==> config.mk <==
export PLATFORM = sky130hd
export DESIGN_NAME = qpsk_phase_est
export DESIGN_NICKNAME = d
export VERILOG_FILES = /design/src/rtl/cpe_pkg.sv /design/src/rtl/cpe_pow4.sv /design/src/rtl/cpe_window.sv /design/src/rtl/cpe_cordic.sv /design/src/rtl/qpsk_phase_est.sv
export SDC_FILE = /design/constraint.sdc
export NUM_CORES = 2
export LEC_CHECK = 0
export BUFFER_PORTS_ARGS = -buffer_cell sky130_fd_sc_hd__buf_4
export CAP_MARGIN = 40
export CORE_ASPECT_RATIO = 2
export CORE_UTILIZATION = 55
export CTS_CLUSTER_DIAMETER = 60
export DETAILED_ROUTE_END_ITERATION = 6
export HOLD_SLACK_MARGIN = 0.12
export PLACE_DENSITY = 0.83
export SLEW_MARGIN = 20
export SYNTH_ARGS = -nofsm -noshare
export SYNTH_HDL_FRONTEND = slang
export SYNTH_SLANG_ARGS = --single-unit
==> constraint.sdc <==
create_clock -name clk -period 8.9 [get_ports clk]
set_clock_uncertainty 0.15 [all_clocks]
set_input_delay 0.445 -clock clk [delete_from_list [all_inputs] [get_ports clk]]
set_output_delay 0.445 -clock clk [all_outputs]
set_load 0.005 [all_outputs]
==> src/rtl/cpe_pkg.sv <==
package cpe_pkg;

    localparam real PI_R = 3.14159265358979323846;

    // Arctangent of 2^-idx, scaled so that pi equals 2^ze.
    function automatic int atan_code(input int idx, input int ze);
        real ang;
        ang = $atan(1.0 / (2.0 ** idx));
        return $rtoi(ang / PI_R * (2.0 ** ze) + 0.5);
    endfunction

    // Width that holds the sum of taps signed words of p4w bits.
    function automatic int acc_width(input int p4w, input int taps);
        return p4w + $clog2(taps);
    endfunction

endpackage

==> src/rtl/cpe_pow4.sv <==
module cpe_pow4 #(
    parameter int W = 5
) (
    input  logic                  clk,
    input  logic                  rst_n,
    input  logic                  in_valid,
    input  logic signed [W-1:0]   in_i,
    input  logic signed [W-1:0]   in_q,
    output logic                  p_valid,
    output logic signed [4*W-1:0] p_re,
    output logic signed [4*W-1:0] p_im,
    output logic signed [W-1:0]   p_si,
    output logic signed [W-1:0]   p_sq
);
    localparam int P2W = 2 * W + 1;
    localparam int P4W = 4 * W;

    typedef struct packed {
        logic                  v0;
        logic signed [W-1:0]   i0;
        logic signed [W-1:0]   q0;
        logic                  v1;
        logic signed [P2W-1:0] a1;
        logic signed [P2W-1:0] b1;
        logic signed [W-1:0]   i1;
        logic signed [W-1:0]   q1;
        logic                  v2;
        logic signed [P4W-1:0] re2;
        logic signed [P4W-1:0] im2;
        logic signed [W-1:0]   i2;
        logic signed [W-1:0]   q2;
    } pw_st_t;

    pw_st_t st_d, st_q;
    logic signed [P2W-1:0] xe, ye;
    logic signed [P4W-1:0] ae, be;

    always_comb begin
        st_d = st_q;
        // capture
        st_d.v0 = in_valid;
        if (in_valid) begin
            st_d.i0 = in_i;
            st_d.q0 = in_q;
        end
        // square: (x+jy)^2 = (x^2-y^2) + j2xy
        xe = P2W'($signed(st_q.i0));
        ye = P2W'($signed(st_q.q0));
        st_d.v1 = st_q.v0;
        st_d.a1 = xe * xe - ye * ye;
        st_d.b1 = (xe * ye) <<< 1;
        st_d.i1 = st_q.i0;
        st_d.q1 = st_q.q0;
        // square again
        ae = P4W'($signed(st_q.a1));
        be = P4W'($signed(st_q.b1));
        st_d.v2  = st_q.v1;
        st_d.re2 = ae * ae - be * be;
        st_d.im2 = (ae * be) <<< 1;
        st_d.i2  = st_q.i1;
        st_d.q2  = st_q.q1;
    end

    always_ff @(posedge clk or negedge rst_n) begin
        if (!rst_n) st_q <= '0;
        else        st_q <= st_d;
    end

    assign p_valid = st_q.v2;
    assign p_re    = st_q.re2;
    assign p_im    = st_q.im2;
    assign p_si    = st_q.i2;
    assign p_sq    = st_q.q2;

    // The modulus of a fourth power never exceeds 2^(4W-2).
    assert_pow_range_R9: assert property (@(posedge clk) disable iff (!rst_n)
        st_q.v2 |-> (st_q.re2 <= (P4W'(1) <<< (P4W-2)) && st_q.re2 >= -(P4W'(1) <<< (P4W-2))));
endmodule

==> src/rtl/cpe_window.sv <==
module cpe_window #(
    parameter int W   = 5,
    parameter int P4W = 20,
    parameter int N   = 4,
    parameter int SW  = 24
) (
    input  logic                  clk,
    input  logic                  rst_n,
    input  logic                  p_valid,
    input  logic signed [P4W-1:0] p_re,
    input  logic signed [P4W-1:0] p_im,
    input  logic signed [W-1:0]   p_si,
    input  logic signed [W-1:0]   p_sq,
    output logic                  w_valid,
    output logic signed [SW-1:0]  w_re,
    output logic signed [SW-1:0]  w_im,
    output logic signed [W-1:0]   w_si,
    output logic signed [W-1:0]   w_sq
);
    localparam int L    = 2 * N + 1;
    localparam int CNTW = $clog2(L + 1);
    localparam logic [CNTW-1:0] FULL = CNTW'(L);
    localparam logic signed [SW-1:0] BOUND = SW'(longint'(L) << (4 * W - 2));

    typedef struct packed {
        logic [L-1:0][P4W-1:0] hre;
        logic [L-1:0][P4W-1:0] him;
        logic [N-1:0][W-1:0]   smi;
        logic [N-1:0][W-1:0]   smq;
        logic [CNTW-1:0]       cnt;
        logic signed [SW-1:0]  sum_re;
        logic signed [SW-1:0]  sum_im;
        logic                  v;
        logic signed [W-1:0]   ci;
        logic signed [W-1:0]   cq;
    } win_st_t;

    win_st_t st_d, st_q;
    logic signed [SW-1:0] add_re, add_im, sub_re, sub_im;

    always_comb begin
        st_d   = st_q;
        st_d.v = 1'b0;
        add_re = SW'(p_re);
        add_im = SW'(p_im);
        sub_re = SW'($signed(st_q.hre[L-1]));
        sub_im = SW'($signed(st_q.him[L-1]));
        if (p_valid) begin
            st_d.sum_re = st_q.sum_re + add_re - sub_re;
            st_d.sum_im = st_q.sum_im + add_im - sub_im;
            st_d.hre[0] = p_re;
            st_d.him[0] = p_im;
            for (int j = 1; j < L; j++) begin
                st_d.hre[j] = st_q.hre[j-1];
                st_d.him[j] = st_q.him[j-1];
            end
            // centre symbol is the one N accepted symbols back
            st_d.ci     = $signed(st_q.smi[N-1]);
            st_d.cq     = $signed(st_q.smq[N-1]);
            st_d.smi[0] = p_si;
            st_d.smq[0] = p_sq;
            for (int j = 1; j < N; j++) begin
                st_d.smi[j] = st_q.smi[j-1];
                st_d.smq[j] = st_q.smq[j-1];
            end
            if (st_q.cnt != FULL) st_d.cnt = st_q.cnt + 1'b1;
            st_d.v = (st_q.cnt >= FULL - 1'b1);
        end
    end

    always_ff @(posedge clk or negedge rst_n) begin
        if (!rst_n) st_q <= '0;
        else        st_q <= st_d;
    end

    assign w_valid = st_q.v;
    assign w_re    = st_q.sum_re;
    assign w_im    = st_q.sum_im;
    assign w_si    = st_q.ci;
    assign w_sq    = st_q.cq;

    assert_no_overflow_R9: assert property (@(posedge clk) disable iff (!rst_n)
        st_q.v |-> (st_q.sum_re <= BOUND && st_q.sum_re >= -BOUND &&
                    st_q.sum_im <= BOUND && st_q.sum_im >= -BOUND));

    assert_gap_hold_R4: assert property (@(posedge clk) disable iff (!rst_n)
        !p_valid |=> ($stable(st_q.sum_re) && $stable(st_q.sum_im) && !st_q.v));
endmodule

==> src/rtl/cpe_cordic.sv <==
module cpe_cordic #(
    parameter int W    = 5,
    parameter int SW   = 24,
    parameter int PW   = 12,
    parameter int ITER = 12,
    parameter int GB   = 2
) (
    input  logic                 clk,
    input  logic                 rst_n,
    input  logic                 w_valid,
    input  logic signed [SW-1:0] w_re,
    input  logic signed [SW-1:0] w_im,
    input  logic signed [W-1:0]  w_si,
    input  logic signed [W-1:0]  w_sq,
    output logic                 o_valid,
    output logic signed [W-1:0]  o_si,
    output logic signed [W-1:0]  o_sq,
    output logic signed [PW-1:0] o_phase
);
    localparam int CW = SW + 2 + GB;   // room for shift, rotation and gain
    localparam int ZE = PW;            // pi is 2^ZE in the angle register
    localparam int ZW = ZE + 3;
    localparam int G  = 3;             // angle/4 in units of pi/2^(PW-1)
    localparam logic signed [ZW-1:0] HALF_PI = ZW'(longint'(1) << (ZE - 1));
    localparam logic signed [ZW-1:0] LIM     = ZW'(longint'(5) << (ZE - 2));

    typedef struct packed {
        logic                 v;
        logic signed [CW-1:0] x;
        logic signed [CW-1:0] y;
        logic signed [ZW-1:0] z;
        logic signed [W-1:0]  si;
        logic signed [W-1:0]  sq;
    } cst_t;

    cst_t pre_d, pre_q;
    cst_t chain [ITER];
    logic signed [CW-1:0] nx, ny;

    // negate the sum, then fold the left half-plane onto the right
    always_comb begin
        nx       = -(CW'(w_re) <<< GB);
        ny       = -(CW'(w_im) <<< GB);
        pre_d.v  = w_valid;
        pre_d.si = w_si;
        pre_d.sq = w_sq;
        if (nx < 0) begin
            if (ny >= 0) begin
                pre_d.x = ny;
                pre_d.y = -nx;
                pre_d.z = HALF_PI;
            end else begin
                pre_d.x = -ny;
                pre_d.y = nx;
                pre_d.z = -HALF_PI;
            end
        end else begin
            pre_d.x = nx;
            pre_d.y = ny;
            pre_d.z = '0;
        end
    end

    always_ff @(posedge clk or negedge rst_n) begin
        if (!rst_n) pre_q <= '0;
        else        pre_q <= pre_d;
    end

    for (genvar k = 0; k < ITER; k++) begin : g_stage
        localparam logic signed [ZW-1:0] ANG = ZW'(cpe_pkg::atan_code(k, ZE));
        cst_t src, cur_d, cur_q;

        if (k == 0) begin : g_first
            assign src = pre_q;
        end else begin : g_next
            assign src = chain[k-1];
        end

        always_comb begin
            cur_d = src;
            if (src.y >= 0) begin
                cur_d.x = src.x + (src.y >>> k);
                cur_d.y = src.y - (src.x >>> k);
                cur_d.z = src.z + ANG;
            end else begin
                cur_d.x = src.x - (src.y >>> k);
                cur_d.y = src.y + (src.x >>> k);
                cur_d.z = src.z - ANG;
            end
        end

        always_ff @(posedge clk or negedge rst_n) begin
            if (!rst_n) cur_q <= '0;
            else        cur_q <= cur_d;
        end

        assign chain[k] = cur_q;

        assert_x_nonneg_R3: assert property (@(posedge clk) disable iff (!rst_n)
            cur_q.v |-> cur_q.x >= 0);
    end

    logic signed [ZW-1:0] zr;
    assign zr      = chain[ITER-1].z + ZW'(1 << (G - 1));
    assign o_phase = PW'(zr >>> G);
    assign o_valid = chain[ITER-1].v;
    assign o_si    = chain[ITER-1].si;
    assign o_sq    = chain[ITER-1].sq;

    assert_angle_range_R3: assert property (@(posedge clk) disable iff (!rst_n)
        chain[ITER-1].v |-> (chain[ITER-1].z <= LIM && chain[ITER-1].z >= -LIM));
endmodule

==> src/rtl/qpsk_phase_est.sv <==
module qpsk_phase_est #(
    parameter int W    = 5,
    parameter int N    = 4,
    parameter int PW   = 12,
    parameter int ITER = 12,
    parameter int GB   = 2
) (
    input  logic                 clk,
    input  logic                 rst_n,
    input  logic                 in_valid,
    input  logic signed [W-1:0]  in_i,
    input  logic signed [W-1:0]  in_q,
    output logic                 out_valid,
    output logic signed [W-1:0]  out_i,
    output logic signed [W-1:0]  out_q,
    output logic signed [PW-1:0] out_phase
);
    localparam int P4W  = 4 * W;
    localparam int L    = 2 * N + 1;
    localparam int SW   = cpe_pkg::acc_width(P4W, L);
    localparam int CNTW = $clog2(L + 1);
    localparam logic [CNTW-1:0] FULL = CNTW'(L);

    logic                  p_valid;
    logic signed [P4W-1:0] p_re, p_im;
    logic signed [W-1:0]   p_si, p_sq;
    logic                  w_valid;
    logic signed [SW-1:0]  w_re, w_im;
    logic signed [W-1:0]   w_si, w_sq;

    cpe_pow4 #(.W(W)) u_pow (
        .clk(clk), .rst_n(rst_n),
        .in_valid(in_valid), .in_i(in_i), .in_q(in_q),
        .p_valid(p_valid), .p_re(p_re), .p_im(p_im), .p_si(p_si), .p_sq(p_sq)
    );

    cpe_window #(.W(W), .P4W(P4W), .N(N), .SW(SW)) u_win (
        .clk(clk), .rst_n(rst_n),
        .p_valid(p_valid), .p_re(p_re), .p_im(p_im), .p_si(p_si), .p_sq(p_sq),
        .w_valid(w_valid), .w_re(w_re), .w_im(w_im), .w_si(w_si), .w_sq(w_sq)
    );

    cpe_cordic #(.W(W), .SW(SW), .PW(PW), .ITER(ITER), .GB(GB)) u_ang (
        .clk(clk), .rst_n(rst_n),
        .w_valid(w_valid), .w_re(w_re), .w_im(w_im), .w_si(w_si), .w_sq(w_sq),
        .o_valid(out_valid), .o_si(out_i), .o_sq(out_q), .o_phase(out_phase)
    );

    // independent count of accepted symbols, guarding the output gate
    logic [CNTW-1:0] seen_d, seen_q;

    always_comb begin
        seen_d = seen_q;
        if (in_valid && seen_q != FULL) seen_d = seen_q + 1'b1;
    end

    always_ff @(posedge clk or negedge rst_n) begin
        if (!rst_n) seen_q <= '0;
        else        seen_q <= seen_d;
    end

    assert_fill_gate_R1: assert property (@(posedge clk) disable iff (!rst_n)
        out_valid |-> seen_q == FULL);
endmodule

[After elaboration in Yosys (flattened, before gate mapping)]
Cells that the tools add are included.
Cells by class
  add/subtract/negate cells: 79
  multiply operators: 6
  order comparisons: 15
  eq/ne operators: 1
  muxes and demuxes: 15
  reductions and logical operators: 1
Operators with widths (count)
  71-bit two-way mux: 13
  28-bit by 1-bit greater-or-equal comparator with 1-bit output, second input constant: 13
  28-bit by 18-bit adder with 28-bit output: 2
  28-bit by 19-bit adder with 28-bit output: 2
  28-bit by 20-bit adder with 28-bit output: 2
  28-bit by 21-bit adder with 28-bit output: 2
  28-bit by 22-bit adder with 28-bit output: 2
  28-bit by 23-bit adder with 28-bit output: 2
  28-bit by 24-bit adder with 28-bit output: 2
  28-bit by 25-bit adder with 28-bit output: 2
  28-bit by 26-bit adder with 28-bit output: 2
  28-bit by 27-bit adder with 28-bit output: 2
  26-bit negator with 28-bit output: 2
  28-bit negator: 2
  28-bit by 18-bit subtractor with 28-bit output: 2
  28-bit by 19-bit subtractor with 28-bit output: 2
  28-bit by 20-bit subtractor with 28-bit output: 2
  28-bit by 21-bit subtractor with 28-bit output: 2
  28-bit by 22-bit subtractor with 28-bit output: 2
  28-bit by 23-bit subtractor with 28-bit output: 2
  28-bit by 24-bit subtractor with 28-bit output: 2
  28-bit by 25-bit subtractor with 28-bit output: 2
  28-bit by 26-bit subtractor with 28-bit output: 2
  28-bit by 27-bit subtractor with 28-bit output: 2
  39 further kinds: 47
Word-level totals
  flip-flop bits (word level): 1519
  input port bits: 13

[Depth between registers and ports, before layout]
  depth in word-level cells: 4
  gate-level depth with buffers: 34
  depth with buffers taken out: 33

[By module]
From an unflattened synthesis, not the netlist that was laid out.
Second synthesis, totals
  cell total of the unflattened synthesis: 10578
  area, all modules: 104661.6 µm²
By module, submodules not included
  cpe_cordic: times used 1, cells an instance 7269, area each 66806.6 µm², sequential area each 22496.6 µm²
  cpe_window: times used 1, cells an instance 1700, area each 21813.4 µm², sequential area each 11586.1 µm²
  cpe_pow4: times used 1, cells an instance 1609, area each 16041.6 µm², sequential area each 2277.2 µm²

[Least setup slack after synthesis]
Ideal clock, no wire load.
  path type: flip-flop to flip-flop
  start point: register u_pow.st_q, in the netlist u_pow.be[10]
  end point: register u_pow.st_q, in the netlist u_pow.p_re[18]
  data arrival time: 8563 ps
  required time: 8601 ps
  path slack: 38 ps
  stages on the path, launching flop included: 28
  path through: dfrtp_1 > clkbuf_1 > nand2_1 > fa_1 > inv_1 > fa_1 > inv_1 > fa_1 > fa_1 > fa_1 > inv_1 > ha_1 > or2_2 > o31a_1 > a31o_2 > a21oi_1 > xor2_1 > fa_1 > inv_1 > fa_1 > fa_1 > fa_1 > fa_1 > inv_1 > ha_1 > mux2_2 > a311oi_1 > o211ai_1
RTL lines
  start, declared: line cpe_pow4.sv:34  | pw_st_t st_d, st_q;
  start signal, assigned: line cpe_pow4.sv:66  | else st_q <= st_d;

==> impl_metrics.env <==
export IMPL_outcome="finished clean"
export IMPL_ff2ff_path_depth=26
export IMPL_fin_crit_ns=8.70
export IMPL_finalHoldViolCount=0
export IMPL_cts_root_buf="clkbuf_16"
export IMPL_synth_area_leaders="dfrtp_1 36%, ha_1 12%, fa_1 7.7%"
export IMPL_timing_rr_start="u_pow.be[5]"
export IMPL_cts_buffer_depth=4
export IMPL_rows=220
export IMPL_drive_gt1_frac=0.104
export IMPL_maxCapViolations=0
export IMPL_end_kind="flip-flop"
export IMPL_yosysSeqAreaShare=0.357
export IMPL_hold_path_class="flip-flop to flip-flop"
export IMPL_start_kind="flip-flop"
export IMPL_via_per_inst=6.00
export IMPL_crit_type="flip-flop to flip-flop"
export IMPL_h_tree_depth=4
export IMPL_worstSkewPairLatency_ns=0.85
export IMPL_grt_util_all_layers=0.320
export IMPL_max_slew_margin=0.298
export IMPL_cts_sinks=1424
export IMPL_die_y_um=604
export IMPL_synth_cell_types=95
export IMPL_synth_edf_count=0
export IMPL_io_buffers=35
export IMPL_worst_pin_slew_ns=1.05
export IMPL_r2r_end="u_pow.p_re[18]"
export IMPL_fin_setup_tns_ns=0
export IMPL_whs_endpoint="u_ang.g_stage[0].cur_d[81]"
export IMPL_synthArstFlopShare=1.00
export IMPL_hpwl_um=223000
export IMPL_setup_violations_final=0
export IMPL_overflow=0
export IMPL_netlist_area_mm2=0.0998
export IMPL_first_pass_iters=6
export IMPL_worst_hold_slack_ns=0.193
export IMPL_syn_avg_cell_area_um2=10.0
export IMPL_wl_um=287000
export IMPL_vias=75800
export IMPL_grt_max_degree=168
export IMPL_area_delta_synth_final_pct=10.2
export IMPL_die_w_um=303
export IMPL_holdPathStages=0
export IMPL_clk_pin_slew_ns=0.07
export IMPL_hold_start="u_win.w_valid"
export IMPL_cts_tree="done"
export IMPL_drc=0
export IMPL_period_share=0.978
export IMPL_drtIter0Drc=3709
export IMPL_initial_utilization=0.554
export IMPL_rrSetupSlack_ns=0.20
export IMPL_crit_arrival_ns=9.23
export IMPL_ant_nets=0
export IMPL_dieArea_mm2=0.183
export IMPL_antenna_found_initial=9
export IMPL_first_global_vias=82900
export IMPL_cts_buffers=146
export IMPL_grt_pass1_wl_um=444000
export IMPL_gp_congestion=1.03
export IMPL_fin_area_mm2=0.110
export IMPL_yosysTopAreaCell="dfrtp_1"
export IMPL_core_mm2=0.180
export IMPL_finalMaxSlewViolations=0
export IMPL_avgRoutedWirePerCell_um=22.7
export IMPL_syn_inst=9944
export IMPL_required_ns=9.43
export IMPL_io_pins=36
export IMPL_placed_cell_area_mm2=0.104
export IMPL_crit_path_start="u_pow.be[5]"
export IMPL_synth_top_area_share=0.357
export IMPL_synth_warnings=0
export IMPL_final_nets=11600
export IMPL_path_max_fanout=4
export IMPL_fmax_mhz=115
export IMPL_synth_main_ff_cell="dfrtp_1"
export IMPL_ys_seq_elements=1424
[synth_stat cells, drive strengths merged, types with 45 or more instances]
cell    instances
xor2          392
a31oi          63
or4            64
nor4           53
fa            385
and3           66
or3            87
nor3          210
nand2b        125
clkbuf        192
ha            971
xnor2         794
inv           904
a211oi         59
nor2          560
a21o          218
o31ai         129
nor2b         107
dfrtp        1424
and2          148
or2            45
a21oi         585
o21a          123
nand2         594
o21ai         515
o41ai          58
nand4          49
nand3         109
mux2          392
o21bai        122
[registers in the layout (all words and copies together), names as in the netlist]
signal               flops
u_pow.p_sq               5
u_ang.o_sq               5
u_ang.g_stage.src       54
u_ang.o_valid            1
u_pow.st_d              22
u_win.w_si               5
u_pow.ae                11
u_win.w_im              22
u_win.st_q             377
u_pow.p_si               5
u_pow.p_valid            1
u_ang.o_si               5
u_pow.p_re              19
u_pow.p_im              18
u_pow.be                10
u_ang.chain            823
u_win.w_re              24
u_ang.g_stage.cur_d     11
u_win.w_valid            1
u_win.w_sq               5
[metrics by stage]
step	worst slack (ns)	utilization	cells
after global placement	-0.139	0.575	12300
after CTS	0.00393	0.607	12600
after global routing	-0.0254	0.611	12600
after detailed placement	-0.373	0.577	12300
after floorplan	0.0384	-	9980
final	0.197	0.611	12600
[timing repair]
action / in CTS / in global routing
pin swaps: 23 / 74
hold buffers: 27 / 0
setup endpoints to repair: 4 / 5
gates resized for setup: 25 / 81
endpoints found under the hold margin: 298 / 0
buffers inserted: 14 / 11
cloned: 0 / 0
[critical path: stages, from the launching register on]
cell      delay, ns
dfrtp_2        0.46
buf_4          0.15
buf_4          0.13
and2_2         0.22
fa_2           0.57
inv_2          0.05
fa_2           0.45
fa_2           0.54
fa_2           0.44
fa_1           0.54
inv_1          0.04
ha_1           0.30
o31a_1         0.32
a31o_2         0.26
a21oi_2        0.17
xor2_2         0.10
fa_1           0.54
inv_1          0.06
fa_1           0.46
fa_1           0.51
fa_1           0.53
fa_1           0.56
inv_1          0.07
ha_4           0.27
mux2_2         0.35
a311oi_2       0.21
o211ai_1       0.12
[final cells by class]
class,count,area (um2)
inverters,910,3420
flip-flops and latches,1424,35600
clock buffers,194,4080
fillers,14500,70000
diodes,6,15.0
well taps,2331,2920
clock inverters,52,810
repair buffers,309,2760
multi-input cells,7413,60300
[cells by family (layout without fill, tap and decap cells)]
kind of cell             after synthesis  in the layout  share of synthesized area
other                                  2             44                  0.0000752
flip-flops                          1424           1424                      0.357
adder cells (fa/ha/maj)             1356           1356                      0.199
multiplexers                         428            428                     0.0478
XOR/XNOR                            1187           1187                      0.104
AO/OA/AOI/OAI                       2130           2130                      0.136
AND/OR/NAND/NOR                     2274           2274                      0.112
buffers and inverters               1143           1465                     0.0437
[how the worst max path moves through the flow]
stage | endpoint | slack (ns)
6_report | u_pow.p_re[18] | 0.20
2_1_floorplan | u_pow.p_re[18] | 0.04
4_1_cts | u_pow.p_re[17] | 0.004
5_1_grt | u_pow.p_re[17] | -0.03
3_3_place_gp | u_pow.p_re[19] | -0.14
3_5_place_dp | u_pow.p_re[19] | -0.37
[metal layers]
| layer | global-route usage | wire [um] | vias up |
|---|---|---|---|
| met5 | 0 | 53 | - |
| met4 | 0.370 | 40000 | 8 |
| met3 | 0.0590 | 10600 | 1601 |
| met2 | 0.626 | 161000 | 2308 |
| met1 | 0.225 | 75400 | 37200 |
| li1 | - | - | 34800 |
[layout by cell type (no fill, tap or decap), drive strengths merged, types with 36 or more instances in the layout]
cell    count
or3        87
o41ai      58
nand4      49
o21ai     515
buf       264
mux2      392
o21a      123
o31ai     129
nor3      210
or4        64
mux2i      36
or2        45
fa        385
nor2      560
nor4       53
ha        971
a21oi     585
and2      148
nand3     109
nor2b     107
conb       38
a21o      218
xor2      392
clkbuf    211
and3       66
xnor2     794
nand2b    125
dfrtp    1424
nand2     594
inv       913
a31oi      63
o21bai    122
a211oi     59
Power is not shown: default switching activity piles up to over one toggle a cycle in this logic, so the estimate is an artifact.
